### src/rtl/bcd_seg_latch.sv
module bcd_seg_latch #(
  parameter bit INVERT = 1'b0
) (
  input  logic       clk,
  input  logic       rst,
  input  logic [3:0] bcd_in,
  input  logic       hold_en,
  input  logic       blank_n,
  input  logic       test_n,
  output logic [6:0] seg_out
);

  localparam logic [6:0] ALL_ON  = 7'h7f;
  localparam logic [6:0] ALL_OFF = 7'h00;

  logic [3:0] digit_q;
  logic [6:0] glyph;
  logic [6:0] shown;

  always_ff @(posedge clk) begin
    if (rst)
      digit_q <= 4'd0;
    else if (!hold_en)
      digit_q <= bcd_in;
  end

  always_comb begin
    case (digit_q)
      4'd0:    glyph = 7'b1111110;
      4'd1:    glyph = 7'b0110000;
      4'd2:    glyph = 7'b1101101;
      4'd3:    glyph = 7'b1111001;
      4'd4:    glyph = 7'b0110011;
      4'd5:    glyph = 7'b1011011;
      4'd6:    glyph = 7'b0011111;
      4'd7:    glyph = 7'b1110000;
      4'd8:    glyph = 7'b1111111;
      4'd9:    glyph = 7'b1110011;
      default: glyph = ALL_OFF;
    endcase
  end

  assign shown   = !test_n ? ALL_ON : (!blank_n ? ALL_OFF : glyph);
  assign seg_out = INVERT ? ~shown : shown;

endmodule

### config.mk
export PLATFORM = sky130hd
export DESIGN_NAME = bcd_seg_latch
export DESIGN_NICKNAME = d
export VERILOG_FILES = /design/src/rtl/bcd_seg_latch.sv
export SDC_FILE = /design/constraint.sdc
export NUM_CORES = 1
export LEC_CHECK = 0
export BUFFER_PORTS_ARGS = -buffer_cell sky130_fd_sc_hd__buf_4
export CORE_MARGIN = 10
export CORE_UTILIZATION = 25
export DETAILED_ROUTE_END_ITERATION = 10
export GPL_TIMING_DRIVEN = 0
export HOLD_SLACK_MARGIN = 0.1
export SLEW_MARGIN = 25
export SYNTH_ARGS = -nofsm -noshare
export SYNTH_HDL_FRONTEND = slang
export SYNTH_SLANG_ARGS = --single-unit
### constraint.sdc
create_clock -name clk -period 1.95 [get_ports clk]
set_input_delay 0 -clock clk [delete_from_list [all_inputs] [get_ports clk]]
set_output_delay 0 -clock clk [all_outputs]
set_load 0.01 [all_outputs]
Word level (Yosys, flattened, before mapping)
Memory sizes are Yosys's and may differ from the RTL's. A register that Yosys moved wholly into a read port is not among the register bits.
Cells that the tools add are included.
{"block": "word_totals", "register_bits": 4, "out_inout_bits": 7, "n_memories": 1, "inputBits": 9, "elab_cells": 6, "mem_bits_ro": 112}
{"block": "op_classes", "mux": 4}
{"name": "(name not given)", "depth": 16, "width": 7, "read_ports": 1, "rd_clocked_by_memory_dff": 1, "write_ports": 0, "line": "28", "text": "case (digit_q)"}
{"cell": "7-bit 2-to-1 mux", "count": 2}
{"cell": "4-bit 2-to-1 mux", "count": 2}

Logic depth before layout (Yosys ltp)
{"block": "logic_depth", "depth_word": 2, "depth_mapped": 8, "mapped_depth_nobuf": 7}

Least setup slack after synthesis
OpenSTA, ideal clock, no wires.
{"block": "synth_timing", "path_type": "register to register", "start": "register digit_q[1]", "end": "register, netlist name glyph[3]", "t_required_ps": 1823, "arrival_ps": 1424, "n_path_buf": 0, "setup_ps": 127, "period_less_slack_ps": 1551, "path_stages_with_launch": 8, "slack_ps": 399, "path_cell_list": "dfxtp_1 > mux2i_1 > nor2_1 > inv_1 > ha_1 > or2_2 > o22ai_1 > o22ai_1"}
{"block": "synth_between", "elab_chain_cells": 2}
{"element": "start, declared", "line": "16", "text": "logic [3:0] digit_q;"}
{"element": "start signal, assigned", "line": "24", "text": "digit_q <= bcd_in;"}
{"element": "4-bit 2-to-1 mux (no line) (2 in a row)"}
Every way passes these cells.
A chain may end at the register's enable or synchronous reset.

Final worst setup path
{"block": "layout_timing", "start": "input port bcd_in[1]", "end": "register, netlist name glyph[3]"}
{"block": "layout_between", "elab_chain_cells": 2}
{"element": "start, declared", "line": "6", "text": "input logic [3:0] bcd_in,"}
{"element": "4-bit 2-to-1 mux (no line) (2 in a row)"}
Every way passes these cells.

==> metrics.md <==
| Metric | Value |
|---|---|
| Die Span Y | 70.6 um |
| Antenna violations before repair | 0 |
| DIE AREA | 0.00499 mm2 |
| Detailed-route wire length per cell | 11.0 um |
| P&R area growth vs syn | 29.5% |
| Worst EP required | 2080 ps |
| Clk pin slew, worst setup/hold paths | 70 ps |
| Iteration-0 DRC Markers | 14 |
| Cell row count | 18 |
| Final Hold Violating Endpoints | 0 |
| Crit path max-delay family | buffers and inverters |
| Initial Utilization | 26.1% |
| RSZ-0062 raised after global routing | no |
| Crit start category | input pin |
| Placer Congestion | 0.762 |
| Buffers and inverters on the worst path | 3 |
| # setup viols final | 0 |
| GRT overflow | 0 |
| Maxcap violations | 0 |
| Syn_nets | 85 |
| Clk root buf | clkbuf_4 |
| Setup slack at placement | 137 ps |
| Drt total wl | 1330 um |
| Die X | 70.6 um |
| Post-synthesis cell type count | 29 |
| Min cycle time layout | 1850 ps |
| FF-to-FF path depth | 7 |
| Vias in the first global route | 541 |
| Kind of critical path | input pin to flip-flop |
| Slew headroom | 75.2% |
| R2R Path End | glyph[3] |
| Pin count of the biggest net entering global routing | 11 |
| Clock share of power | 28.1% |
| Clock Skew | 6.84 ps |
| Clock buffer depth | 2 |
| Power density over the cells | 640 mW/mm2 |
| IO buf count | 14 |
| Logic gate share of total power | 24.3% |
| Max Freq | 0.542 GHz |
| Crit path arrival time | 1980 ps |
| CP dominant cell by count | o22ai_1 |
| Seq cells post-synth | 11 |
| Synth Warn # | 0 |
| Outcome | finished, final reports clean |
| Setup tns final | 0 ps |
| Reg2Reg Setup Slack | 110 ps |
| Setup crit end | glyph[3] |
| Maximum VDD drop | 252 uV |
| First-pass GRT wire length | 2190 um |
| Share of layout cells above drive strength 1 | 28.6% |
| Post-DP HPWL | 1090 um |
| Crit. End Element | flip-flop |
| Setup ws final | 104 ps |
| Placeable Area | 0.00245 mm2 |
| Max incr delay on CP | 530 ps |
| Worst min path class | input pin to flip-flop |
| Crit path depth | 9 |
| Avg Cell Area, Syn | 9.02 um2 |
| Residual DRC count | 0 |
| Nets | 106 |
| Worst Setup SP | bcd_in[1] |
| Total track usage | 5.34% |
| Routed Antenna Nets | 0 |
| First-pass iteration count of the detailed router | 5 |
| Tightest Pin Transition | 371 ps |
| Reg2reg start | digit_q[1] |
| Sw Share | 26.7% |
| Slowest CP cell | dlygate4sd3_1 |
| Gate count after technology mapping | 71 |
| Vias post-DR | 557 |
| CTS sink count | 11 |
| Sequential power share | 47.7% |
| Sw power | 142 uW |
| Worst Path Max Fanout | 5 |
| CTS buffer count | 3 |
| I/O Pins | 16 |
| Pint | 389 uW |
| Final period util | 94.7% |
| P_leak | 0.000377 uW |
| Vias per cell | 4.60 |
| H-tree levels | 1 |
| Synthesized area | 641 um2 |
| Post-cts resize count | 0 |
| Crit-path cells | dlygate4sd3_1 -> buf_4 -> mux2i_1 -> nor2_1 -> inv_1 -> ha_1 -> or2_2 -> o22ai_1 -> o22ai_1 |
| Diodes inserted | 0 |
| FILL cells | 264 |
| Worst-Skew Late Latency | 260 ps |
| Final slew viol count | 0 |
| Sequential area share after synthesis | 34.4% |
| TritonCTS clock tree | yes |
==> flip-flops by register name, indices dropped and copies added, names as in the netlist <==
name and flops:
glyph 7, digit_q 4
==> worst min-delay path, cell delays in order <==
cell and delay, ps:
buf_6 120, mux2i_1 120, nor2_1 100
==> stage by stage <==
stage                     utilization [%]  area, um2  cells  power (uW)  hold WS (ps)
after detailed placement             31.9        783    115         385           296
after CTS                            33.8        830    121         535           114
final                                33.8        830    121         531           111
after floorplan                         -        641     71         335          66.1
after global placement               31.9        783    115         384           294
after global routing                 33.8        830    121         566           125
==> cell usage in the layout (no fill, tap or decap), types with 2 or more instances in the layout <==
master | Yosys | final
a21oi_1 | 3 | 3
and2_1 | 2 | 2
buf_4 | 0 | 14
clkbuf_1 | 1 | 2
clkbuf_4 | 0 | 3
dfxtp_1 | 11 | 11
dlygate4sd3_1 | 0 | 2
ha_1 | 5 | 5
inv_1 | 4 | 4
mux2i_1 | 3 | 3
nand2_1 | 14 | 14
nor2_1 | 4 | 4
o21a_1 | 2 | 2
o221ai_1 | 2 | 2
o22ai_1 | 2 | 2
xor2_1 | 2 | 2
==> power by group through the flow <==
stage	Clock (uW)	Combinational [uW]	Sequential (uW)
4_1_cts	151	130	253
3_3_place_gp	0	125	258
2_1_floorplan	0	78.5	256
3_5_place_dp	0	127	259
5_1_grt	166	145	256
6_report	149	129	253
==> kinds of logic after synthesis <==
family / count (synthesis) / synth area share (%)
and+or+nand+nor: 25 / 20.1
muxes: 6 / 12.1
buffers and inverters: 7 / 5.27
DFF: 11 / 34.4
xor gates and xnor gates: 2 / 2.73
adders and majority gates: 5 / 9.77
AOI/OAI and AO/OA: 15 / 15.6
==> synthesized netlist by cell type <==
cell / count / share of area [%]
o211ai_1: 1 / 1.2
a21oi_1: 3 / 2.3
o21a_1: 2 / 2.3
mux2_2: 1 / 1.8
o21ai_0: 1 / 0.78
mux2i_2: 1 / 2.1
o31ai_1: 1 / 1.2
or2_2: 1 / 0.98
or2_4: 1 / 1.4
nor4b_2: 1 / 2.3
and3_1: 1 / 0.98
inv_1: 4 / 2.3
inv_2: 1 / 0.59
and4bb_2: 1 / 2.0
mux2i_4: 1 / 3.5
mux2i_1: 3 / 4.7
nor2_1: 4 / 2.3
dfxtp_1: 11 / 34
o21ai_1: 1 / 0.78
nand2_1: 14 / 8.2
xor2_1: 2 / 2.7
clkbuf_1: 1 / 0.59
a211oi_1: 1 / 1.2
o22ai_1: 2 / 2.0
and2_1: 2 / 2.0
o221ai_1: 2 / 2.7
o21bai_1: 1 / 1.2
buf_6: 1 / 1.8
ha_1: 5 / 9.8
==> repair_timing <==
item                      4_1_cts  5_1_grt
hold endpoints to repair        3        0
hold buffers                    2        0
buffers inserted                0        0
==> layer usage <==
metal	up-vias	routed length (um)	GRT usage [%]
met2	20	599	8.38
met1	249	578	5.65
met5	-	0	0
met3	2	121	2.23
li1	286	-	-
met4	0	27	3.87
==> worst min path at each step <==
stage | to | slack [ps] | from | cells past startpoint
4_1_cts | digit_q[1] | 110 | hold_en | 3
3_3_place_gp | seg_out[4] | 290 | test_n | 3
5_1_grt | digit_q[0] | 130 | bcd_in[0] | 3
6_report | digit_q[1] | 110 | hold_en | 3
3_5_place_dp | seg_out[1] | 300 | test_n | 3
2_1_floorplan | seg_out[0] | 70 | test_n | 1
==> area by class of cell <==
class | instances | area, um2 | area share, %
timing repair buffer | 16 | 125 | 15.1
buffer | 2 | 15.0 | 1.81
tap | 30 | 37.5 | 4.52
multi-input combinational | 53 | 387 | 46.6
inverter | 5 | 18.8 | 2.26
clock buffer | 4 | 26.3 | 3.17
sequential | 11 | 220 | 26.5
Note: power is estimated with default switching activity, not from simulation.
